==> src/rtl/coin_pkg.sv <==
// Shared pricing constants and types for the coin-to-credit unit.
// Assumes pricing settings are 4 bits wide; the code values below are behavioural.
package coin_pkg;
    localparam int PRICE_W = 4;
    localparam int AWARD_W = 4;   // largest single award is 9
    localparam int PART_W  = 2;   // partial-coin count up to 2

    typedef logic [PRICE_W-1:0] price_t;
    typedef logic [AWARD_W-1:0] award_t;
    typedef logic [PART_W-1:0]  part_t;

    localparam price_t SET_SINGLE_MAX = 4'd8;
    localparam price_t SET_PAIR_MAX   = 4'd13;
    localparam price_t SET_ALT        = 4'd14;
    localparam price_t SET_TRIPLE     = 4'd15;
    localparam price_t PAIR_BASE      = 4'd8;
endpackage

==> src/rtl/coin_pricer.sv <==
// Per-chute pricer: turns a coin pulse into a credit award under one setting.
// Assumes coin is a one-cycle pulse; game_started is a start granted this cycle.
module coin_pricer
    import coin_pkg::*;
(
    input  logic   clk,
    input  logic   rst_n,
    input  logic   coin,
    input  logic   game_started,
    input  price_t price,
    output award_t award
);
    part_t  part_q, part_d, base;
    price_t last_price_q;

    // Compute effective partial state, award and next partial state.
    always_comb begin
        if (price != last_price_q || (price == SET_ALT && game_started))
            base = '0;
        else
            base = part_q;
        award  = '0;
        part_d = base;
        if (coin) begin
            if (price <= SET_SINGLE_MAX) begin
                award = price + award_t'(1);
            end else if (price <= SET_PAIR_MAX) begin
                if (base == '0) begin
                    part_d = part_t'(1);
                end else begin
                    award  = price - PAIR_BASE;
                    part_d = '0;
                end
            end else if (price == SET_ALT) begin
                if (base == '0) begin
                    award  = award_t'(1);
                    part_d = part_t'(1);
                end else begin
                    award  = award_t'(2);
                    part_d = '0;
                end
            end else begin
                if (base == part_t'(2)) begin
                    award  = award_t'(1);
                    part_d = '0;
                end else begin
                    part_d = base + part_t'(1);
                end
            end
        end
    end

    // Hold partial-coin count and the setting it belongs to.
    always_ff @(posedge clk) begin
        if (!rst_n) begin
            part_q       <= '0;
            last_price_q <= '0;
        end else begin
            part_q       <= part_d;
            last_price_q <= price;
        end
    end
endmodule

==> src/rtl/coin_tally.sv <==
// Bookkeeping counter: counts every coin pulse on one chute, wrapping at 2^CNT_W.
// Assumes at most one coin per cycle.
module coin_tally #(
    parameter int CNT_W = 16
) (
    input  logic             clk,
    input  logic             rst_n,
    input  logic             coin,
    output logic [CNT_W-1:0] count
);
    // Advance the tally on each coin.
    always_ff @(posedge clk) begin
        if (!rst_n)    count <= '0;
        else if (coin) count <= count + 1'b1;
    end
endmodule

==> src/rtl/credit_store.sv <==
// Credit register: applies start take, then awards, then clamps to the ceiling.
// Assumes a ceiling of zero means free play, where starts are always granted.
module credit_store
    import coin_pkg::*;
#(
    parameter int CRED_W = 4
) (
    input  logic              clk,
    input  logic              rst_n,
    input  logic              start_pulse,
    input  award_t            award_a,
    input  award_t            award_b,
    input  logic [CRED_W-1:0] max_credit,
    output logic              start_grant,
    output logic [CRED_W-1:0] credits
);
    localparam int SUM_W = ((CRED_W > AWARD_W) ? CRED_W : AWARD_W) + 2;

    logic             free_play;
    logic             take;
    logic [SUM_W-1:0] sum;

    // Decide grant and compute the next unclamped count.
    always_comb begin
        free_play   = (max_credit == '0);
        take        = start_pulse && !free_play && (credits != '0);
        start_grant = start_pulse && (free_play || credits != '0);
        sum = SUM_W'(credits) - SUM_W'(take) + SUM_W'(award_a) + SUM_W'(award_b);
    end

    // Register the count clamped to the ceiling.
    always_ff @(posedge clk) begin
        if (!rst_n)                          credits <= '0;
        else if (sum > SUM_W'(max_credit))   credits <= max_credit;
        else                                 credits <= sum[CRED_W-1:0];
    end
endmodule

==> src/rtl/coin_credit_unit.sv <==
// Top: two chute pricers, two bookkeeping tallies and the credit register.
// Assumes one-cycle coin and start pulses, synchronous to clk.
module coin_credit_unit
    import coin_pkg::*;
#(
    parameter int CRED_W = 4,
    parameter int CNT_W  = 16
) (
    input  logic              clk,
    input  logic              rst_n,
    input  logic [1:0]        coin_pulse,
    input  logic              start_pulse,
    input  logic [3:0]        price_a,
    input  logic [3:0]        price_b,
    input  logic              b_follows_a,
    input  logic [CRED_W-1:0] max_credit,
    output logic              start_grant,
    output logic [CRED_W-1:0] credits,
    output logic [CNT_W-1:0]  coins_a,
    output logic [CNT_W-1:0]  coins_b
);
    localparam int NCHUTE = 2;

    price_t             eff_price [NCHUTE];
    award_t             award     [NCHUTE];
    logic [CNT_W-1:0]   tally     [NCHUTE];

    // Select each chute's effective pricing setting.
    always_comb begin
        eff_price[0] = price_a;
        eff_price[1] = b_follows_a ? price_a : price_b;
    end

    for (genvar g = 0; g < NCHUTE; g++) begin : g_chute
        coin_pricer u_pricer (
            .clk         (clk),
            .rst_n       (rst_n),
            .coin        (coin_pulse[g]),
            .game_started(start_grant),
            .price       (eff_price[g]),
            .award       (award[g])
        );
        coin_tally #(.CNT_W(CNT_W)) u_tally (
            .clk  (clk),
            .rst_n(rst_n),
            .coin (coin_pulse[g]),
            .count(tally[g])
        );
    end

    credit_store #(.CRED_W(CRED_W)) u_store (
        .clk        (clk),
        .rst_n      (rst_n),
        .start_pulse(start_pulse),
        .award_a    (award[0]),
        .award_b    (award[1]),
        .max_credit (max_credit),
        .start_grant(start_grant),
        .credits    (credits)
    );

    assign coins_a = tally[0];
    assign coins_b = tally[1];
endmodule

==> config.mk <==
export PLATFORM = sky130hd
export DESIGN_NAME = coin_credit_unit
export DESIGN_NICKNAME = d
export VERILOG_FILES = /design/src/rtl/coin_pkg.sv /design/src/rtl/coin_pricer.sv /design/src/rtl/coin_tally.sv /design/src/rtl/credit_store.sv /design/src/rtl/coin_credit_unit.sv
export SDC_FILE = /design/constraint.sdc
export NUM_CORES = 1
export LEC_CHECK = 0
export BUFFER_PORTS_ARGS = -buffer_cell sky130_fd_sc_hd__buf_4
export CAP_MARGIN = 20
export CORE_ASPECT_RATIO = 0.9
export CORE_MARGIN = 3
export CORE_UTILIZATION = 60
export CTS_CLUSTER_SIZE = 20
export DETAILED_ROUTE_END_ITERATION = 8
export PLACE_DENSITY = 0.87
export SLEW_MARGIN = 25
export SYNTH_ARGS = -nofsm -noshare
export SYNTH_HDL_FRONTEND = slang
export SYNTH_SLANG_ARGS = --single-unit
==> constraint.sdc <==
create_clock -name clk -period 15.3 [get_ports clk]
set_input_delay 3.06 -clock clk [delete_from_list [all_inputs] [get_ports clk]]
set_output_delay 3.06 -clock clk [all_outputs]
set_load 0.02 [all_outputs]
* Word level (Yosys, flattened, before mapping)
Cells that the tools add are included.
Widths: inputs -> output; s select.
** Storage, ports and cells
- Register bits after elaboration :: 48
- Latch bits :: 0
- RAM bits :: 0
- ROM bits :: 0
- Bits of input ports :: 18
- Output and inout bits :: 37
- Logic and storage cells :: 72
- Memories :: 0
** Operators by class
- Add/subtract/negate cells :: 11
- $mul :: 0
- Divide/modulo/power cells :: 0
- Order comparisons :: 5
- Eq/ne operators :: 6
- Shift operators :: 0
- Mux-type cells :: 30
- Bitwise operators :: 0
- Reductions and logical operators :: 13
** Operators by type and width (count)
- $mux 4 :: 12
- $add 16x1->16 const B :: 2
- $mux 2 :: 14
- $le 4x4->1 const B :: 4
- $add 6x4->6 :: 2
- $add 4x1->4 const B :: 2
- $eq 4x4->1 const B :: 2
- $ne 4x4->1 :: 2
- $sub 4x4->4 const B :: 2
- $gt 6x4->1 :: 1
- $logic_and 1x1->1 :: 5
- $sub 4x1->5 :: 1
- $add 2x1->2 const B :: 2
- $eq 2x2->1 const B :: 2
- $logic_not 2->1 :: 2
- $logic_not 4->1 :: 1
- $mux 1 :: 4
- $reduce_bool 4->1 :: 1
- $logic_or 1x1->1 :: 3
- $logic_not 1->1 :: 1

* Longest topological paths before layout
Gate-level depths: netlist of the first run.
- Depth after elaboration :: 16
- Gate-level depth with buffers :: 20
- Gate-level depth less buffers :: 19

* Cells and area by module
Synthesis of the first run repeated with hierarchy kept, for this count alone.
** Second synthesis, totals
- Cells, all modules :: 364
- Area total of the unflattened synthesis :: 3264.4 um^2
** By module, submodules not included
- coin_tally :: instances 2, cells an instance 83, area each 744.5 um^2, seq. area each 320.3 um^2
- coin_pricer :: instances 2, cells an instance 61, area each 559.3 um^2, seq. area each 120.1 um^2
- credit_store :: instances 1, cells an instance 72, area each 611.8 um^2, seq. area each 80.1 um^2
- coin_credit_unit :: instances 1, cells an instance 4, area each 45.0 um^2, seq. area each 0.0 um^2

* Worst setup path before layout of the first run
OpenSTA, ideal clock, no wires.
- Kind :: input to register
- From :: input b_follows_a
- To :: register u_store.credits[1]
- Arrival time :: 6.984 ns
- Required time :: 15.166 ns
- Slack :: 8.182 ns
- Cell stages on the path :: 20
- Cells stage by stage :: buf_6 -> mux2i_4 -> inv_1 -> ha_1 -> inv_1 -> a21oi_1 -> a211oi_2 -> nand2_1 -> o32a_1 -> fa_1 -> inv_1 -> ha_1 -> fa_1 -> xnor2_1 -> inv_1 -> ha_1 -> and4_1 -> a21o_1 -> a41oi_1 -> o311ai_1
** RTL lines
- start: declaration :: RTL line coin_credit_unit.sv:15 : input logic b_follows_a,
- end signal: assignment :: RTL line credit_store.sv:34 : else if (sum > SUM_W'(max_credit)) credits <= max_credit;
- end signal: assignment :: RTL line credit_store.sv:35 : else credits <= sum[CRED_W-1:0];
- end: declaration :: RTL line credit_store.sv:15 : output logic [CRED_W-1:0] credits

==> metrics.md, run 1 <==
| Metric | Value |
|---|---|
| Clk sinks | between 40 and 50 |
| Register area share after synthesis | 31.0% |
| Share of cells above drive strength 1 | 18.8% |
| Wire per inst | 15.0 µm |
| Clk_skew | 6.01 ps |
| RR Endpoint | u_store.credits[3]$_SDFF_PN0_ |
| Hold path depth | 2 |
| Seq cells post-synth | 48 |
| YS warnings | 0 |
| Setup TNS | 0 ps |
| GPL Wtd Cong | a little under 1 |
| Top delay family on crit path | adder cells |
| Max Root-Sink Buffers | 2 |
| # hold bufs at CTS | 0 |
| CTS tree | built |
| Drt drc | 0 |
| Clk pin slew, worst setup/hold paths | 90 ps |
| Vias per inst | 5.78 |
| Synth area leader | dfxtp_1 |
| Final worst path period need | 7420 ps |
| Number of port buffers | 54 |
| Post-synthesis mux area share | 4.16% |
| CP max FO | 9 |
| Post-DP HPWL | 5140 µm |
| FF/Latch Area | a little under 1000 µm² |
| Critical Path Most Common Cell | inv_1 |
| CP required | 15520 ps |
| Initial drt markers | 177 |
| Final nets | about 440 |
| Fraction of registers with async set/reset | 0% |
| Synth cell types | 59 |
| Synthesized netlist cell count | 348 |
| Number of flops mapped to enable cells by yosys | 0 |
| Layout fillers | slightly above 400 |
| Worst VDD drop | 0.0830 mV |
| Root buffer cell | clkbuf_8 |
| Setup bufs post-CTS | 0 |
| Final std cells w/o fill | 465 |
| Synth Area in XOR/XNOR | 11.6% |
| Vias in the first global route | 2565 |
| Final setup fails | 0 |
| RSZ-0062 raised after global routing | no |
| Initial antenna violation count | 0 |
| Simple-gate share of the synthesized area | 23.0% |
| Synth Flop Type | dfxtp_1 |
| Syn_nets | 392 |
| Global-route wire length before repair | 11900 µm |
| Endpoint, Worst Hold | g_chute[0].u_tally.count[15]$_SDFFE_PN0P_ |
| Die area | 6060 µm² |
| R2r setup slk | 10650 ps |
| Final Util | 73.9% |
| Worst Reg-to-Reg Cells | 16 |
| Slew Limit Fails | 0 |
| H-Tree Depth | 2 |
| Compound-Gate Fraction of Synth Area | a little over an eighth |
| Total global-route track usage | 24.9% |
| Antenna viol nets, final | 0 |
| CP Launch Type | primary input |
| Die W | 81.7 µm |
| Worst-path cell chain | buf_4, mux2i_4, inv_1, ha_1, inv_1, a21oi_1, a211oi_2, nand2_1, o32a_1, fa_1, inv_1, ha_1, fa_1, xnor2_1, inv_1, ha_1, a21oi_1, a21o_1, o21ai_1, a211oi_1 |
| Via count of the routed design | 2690 |
| Number of antenna diodes | 0 |
| Outcome | complete, no violations |
| Ranking of synthesized cells by area | dfxtp_1 31%, ha_1 8.5%, xnor2_1 6.2%, nor2_1 5.7%, xor2_1 5.4% |
| Worst r2r src | u_store.credits[2]$_SDFF_PN0_ |
| Multi-input logic area | between 1500 and 2000 µm² |
| Slew @ Worst Pin | 758 ps |
| Crit-path slowest cell | fa_1 |
| Hold Crit Start | g_chute[0].u_tally.count[15]$_SDFFE_PN0P_ |
| Worst hold margin | 526 ps |
| Final hold vios | 0 |
| Max cap viols | 0 |
| Layout area overhead | 17.5% |
| Grt total ovfl | 0 |
| Clk_lat worst skew | 300 ps |
| # resized after CTS | 0 |
| Row count | 24 |
| CP max stage delay | about 510 ps |
| Synthesized cell area | 3100 µm² |
| Arr. time, crit path | 7630 ps |
| Worst hold path type | reg -> reg |
| Starting Density | between 60% and 70% |
| Mapped Avg Cell Area | 8.90 µm² |
| CP Capture Type | register |
| PD cells | about 120 nW/µm² |
| Buffers and inverters on the worst path | 5 |
| Post-place setup slack | 7640 ps |
| Adder-Cell Fraction of Synth Area | 11.7% |
| IO Count | 55 |
| Worst slew margin | 49.0% |
| DRT Wirelength | 6990 µm |
| Placed cells | 457 |
| Largest net degree at the start of global routing | 23 |
| F_max | roughly 130 MHz |
| Leak Pwr | 1.58 nW |
| Total CTS buffers | 5 |
| Synth top area share | 31.0% |
| Main combinational cell family by area after synthesis | simple AND/OR/NAND/NOR gates |
| Core ar. | 4920 µm² |
| Die height | 74.2 µm |
| DRT Pass-1 Iters | 4 |
| CP Class | in -> reg |
| Setup ws final | 7880 ps |
| Fin crit share | 48.5% |
-- state kept, by name, indices dropped and copies added (netlist names) --
register / flops
g_chute.u_pricer.part_q: 4
u_store.credits: 4
g_chute.u_pricer.last_price_q: 8
g_chute.u_tally.count: 32
-- final cells by class --
type	count	area share, %
clock buffer	6	2.27
clock inverter	2	1.07
inverter	24	2.48
multi-input combinational	265	54.2
sequential	48	26.4
tap	65	2.23
timing repair buffer	55	11.3
-- metrics by stage --
stage | instance area [µm²] | power (mW)
after floorplan | 3100 | 0.287
after global placement | 3520 | 0.328
after detailed placement | 3520 | 0.339
after CTS | 3640 | 0.438
after global routing | 3640 | 0.468
final | 3640 | 0.438
-- cells in the mapped netlist (7+ instances only) --
cell type,n
nand2_1,26
clkbuf_1,7
nor2_1,47
and2_1,8
nand3_1,14
dfxtp_1,48
xnor2_1,22
and3_1,7
inv_1,24
ha_1,21
nand4_1,11
xor2_1,19
-- how the worst max path moves through the flow --
| stage | slack, ps | endpoint | depth (start not counted) | from |
|---|---|---|---|---|
| 4_1_cts | 7960 | u_store.credits[3]$_SDFF_PN0_ | 20 | b_follows_a |
| 2_1_floorplan | 8180 | u_store.credits[1]$_SDFF_PN0_ | 20 | b_follows_a |
| 3_5_place_dp | 7640 | u_store.credits[3]$_SDFF_PN0_ | 20 | b_follows_a |
| 3_3_place_gp | 7930 | u_store.credits[0]$_SDFF_PN0_ | 20 | b_follows_a |
| 6_report | 7880 | u_store.credits[3]$_SDFF_PN0_ | 20 | b_follows_a |
| 5_1_grt | 7570 | u_store.credits[3]$_SDFF_PN0_ | 19 | b_follows_a |
-- where the power goes --
part / switching [mW] / leakage [nW] / total, mW / internal, mW
clock network: 0.0446 / 0.0614 / 0.0981 / 0.0535
logic: 0.114 / 1.13 / 0.199 / 0.0852
registers: 0.00785 / 0.391 / 0.141 / 0.133
total: 0.166 / 1.58 / 0.438 / 0.271
-- worst min-delay path, cell delays in order, from the launching register on --
cell and delay [ps]:
dfxtp_1 350, xor2_1 70, nor2_1 70
-- layer usage --
layer,GRT usage (%),up-vias,part of all wire (%)
met3,4.36,15,6.3
met2,39.4,79,46
met5,0,-,0
met1,34.0,1280,46
met4,9.41,0,2.1
li1,-,1316,-
-- kinds of logic (layout without fill, tap and decap cells) --
kind of cell / count (synthesis) / after routing
buf+inv: 35 / 87
mux: 9 / 9
flops: 48 / 48
simple gates: 138 / 138
compound gates: 51 / 51
xor+xnor: 41 / 41
fa+ha+maj: 26 / 26
-- cell usage in the layout, fill, tap and decap left out, drive strengths merged, types with 5 or more instances in the layout --
cell type  synthesis  layout
nand3             14      14
nor3               6       6
clkbuf             8       6
buf                3      55
nand4             11      11
and2               8       8
ha                21      21
fa                 5       5
a21oi              6       6
o21ai              8       8
nor2              47      47
xnor2             22      22
a211oi             6       6
inv               24      24
xor2              19      19
dfxtp             48      48
mux2i              8       8
and3               7       7
nand2             26      26
Note: power is estimated with default switching activity, not from simulation.
==> run 2, diff against run 1 <==
Settings changed: CORE_UTILIZATION 60 to 51, PLACE_DENSITY 0.87 to 0.79.
Clock period 15.3 ns to 6.2 ns, I/O delays scaled along.
==> run 2 against run 1 <==
  * Clock skew barely moved
  * Non-clock buffer count grew 1
  * Setup slack worse by 7300 ps
  * Worst hold slack got worse by 9.4 ps
==> metrics.md, run 2 (synthesis results as in run 1) <==
| Metric | Value |
|---|---|
| Final worst path period need | 5580 ps |
| Number of port buffers | 54 (unchanged) |
| Drt drc | 0 (unchanged) |
| Gate power share | 45.0% (-0.4 points) |
| # resized after CTS | 0 (unchanged) |
| Layout area overhead | 17.9% |
| Placed cell area | 3530 µm² (+0.39%) |
| Largest net degree at the start of global routing | 28 (+22%) |
| Worst hold margin | 517 ps (-9.43 ps) |
| Initial drt markers | 196 (+11%) |
| Vias in the first global route | 2489 (-3.0%) |
| Starting Density | 53.5% (-9.4 points) |
| Antenna viol nets, final | 0 (unchanged) |
| RSZ-0062 raised after global routing | no |
| Final std cells w/o fill | 471 (+1.3%) |
| Final hold vios | 0 (unchanged) |
| Share of cells above drive strength 1 | 19.0% (+0.20 points) |
| Row count | 26 (+8.3%) |
| Slew @ Worst Pin | 682 ps (-76.0 ps) |
| CP required | 6410 ps (-9110 ps) |
| Slew Limit Fails | 0 (unchanged) |
| Final nets | 444 (+0.23%) |
| IO Count | 55 (unchanged) |
| Post-DP HPWL | 5080 µm (-1.1%) |
| Outcome | complete, no violations |
| Die area | 7050 µm² (+16%) |
| Wire per inst | 14.2 µm (-5.4%) |
| Die height | 79.9 µm (+7.8%) |
| H-Tree Depth | 2 (unchanged) |
| Clk_lat worst skew | 300 ps (about the same) |
| Clock Power Share | 22.4% (about the same) |
| PD cells | 291 nW/µm² (+140%) |
| Final Util | 63.1% (-11 points) |
| # hold bufs at CTS | 0 (unchanged) |
| Worst VDD drop | 0.152 mV (+83%) |
| Setup TNS | 0 ps (unchanged) |
| Die W | 88.2 µm (+7.8%) |
| F_max | 179 MHz |
| Sw Share | 37.1% (-0.83 points) |
| CP max FO | 9 (unchanged) |
| Vias per inst | 5.61 (-3.1%) |
| Biggest register | g_chute.u_tally.count |
| GPL Wtd Cong | 0.857 (-12%) |
| Clk pin slew, worst setup/hold paths | 90 ps (about the same) |
| Max reg flops | 32 (unchanged) |
| Grt total ovfl | 0 (unchanged) |
| Post-route cell area | 3650 µm² (+0.38%) |
| CTS tree | built |
| Flop pwr share | 32.6% (+0.5 points) |
| Worst hold path type | reg -> reg |
| Biggest registers after layout | g_chute.u_tally.count x32, g_chute.u_pricer.last_price_q x8 |
| Initial antenna violation count | 0 (unchanged) |
| Final setup fails | 0 (unchanged) |
| Leak Pwr | 1.59 nW (+0.31%) |
| CP Capture Type | register |
| DRT Wirelength | 6700 µm (-4.1%) |
| Fin crit share | around 90% |
| CP Launch Type | primary input |
| Worst slew margin | 54.1% (+5.1 points) |
| Leading cell type in the layout, fill and taps excluded | buf_4 |
| Clk sinks | 48 (unchanged) |
| Arr. time, crit path | 5790 ps (-1840 ps) |
| Number of antenna diodes | 0 (unchanged) |
| DRT Pass-1 Iters | 5 (+1) |
| Root buffer cell | clkbuf_8 |
| Max Root-Sink Buffers | 2 (unchanged) |
| Core ar. | 5790 µm² (+18%) |
| Switch Pwr | 0.395 mW (+140%) |
| Total CTS buffers | 5 (unchanged) |
| Most frequent cells in the layout | 56 x buf_4, 48 x dfxtp_1, 47 x nor2_1, 26 x nand2_1, 24 x inv_1 |
| Clk_skew | 5.57 ps (-0.436 ps) |
| Global-route wire length before repair | 11600 µm (-2.7%) |
| Setup bufs post-CTS | 0 (unchanged) |
| Total global-route track usage | 20.3% (-4.5 points) |
| Placed cells | 463 (+1.3%) |
| Via count of the routed design | 2640 (-1.9%) |
| Internal power | 0.668 mW (+150%) |
| Max cap viols | 0 (unchanged) |
| CP Class | in -> reg |
-- run 2: cell types whose count changed in the layout (fill, tap and decap cells not counted), sizes merged --
cell and delta:
buf +1
-- run 2: routing by layer --
metal  vias to the layer above  wire length [µm]  global-route usage, %
met5                         -                 0                      0
met4                         0                56                   4.68
met3                         5               445                   4.23
met2                        87              2980                   32.1
met1                      1227              3220                   28.5
li1                       1321                 -                      -
-- run 2: layout make-up --
cell class	count	area, µm²
multi-input cells	265	1970
repair buffers	56	420
inverters	24	90.1
clock inverters	2	38.8
clock buffers	6	82.6
well taps	70	87.6
flip-flops and latches	48	961
fillers	524	2140
-- run 2: power groups by stage --
stage	Clock, mW	Sequential (mW)	Combinational, mW
after floorplan	0	0.368	0.341
after global placement	0	0.354	0.457
after detailed placement	0	0.354	0.473
after CTS	0.246	0.347	0.475
after global routing	0.256	0.350	0.531
final	0.238	0.346	0.478
-- run 2: path summary, 6_finish.rpt --
kind                                             from                                       end  slack [ps]  cells past startpoint
max                                       b_follows_a             u_store.credits[3]$_SDFF_PN0_         620                     20
min          g_chute[1].u_tally.count[6]$_SDFFE_PN0P_  g_chute[1].u_tally.count[6]$_SDFFE_PN0P_         520                      2
max reg2reg             u_store.credits[3]$_SDFF_PN0_             u_store.credits[3]$_SDFF_PN0_        1630                     16
min reg2reg  g_chute[1].u_tally.count[6]$_SDFFE_PN0P_  g_chute[1].u_tally.count[6]$_SDFFE_PN0P_         520                      2
-- run 2: metrics by stage --
stage          worst slack (ps)  total power, mW
2_1_floorplan               902            0.709
3_3_place_gp                635            0.811
3_5_place_dp                397            0.827
4_1_cts                     717             1.07
5_1_grt                     323             1.14
6_report                    617             1.06
-- run 2: critical path, cell delays in order --
cell	delay, ps
buf_4	190
mux2i_4	360
inv_1	130
ha_1	230
inv_1	110
a21oi_1	60
a211oi_2	290
nand2_1	140
o32a_1	380
fa_1	510
inv_1	40
ha_1	210
fa_1	420
xnor2_1	200
inv_1	60
ha_1	300
a21oi_1	220
a21o_1	280
o21ai_1	130
a211oi_1	290
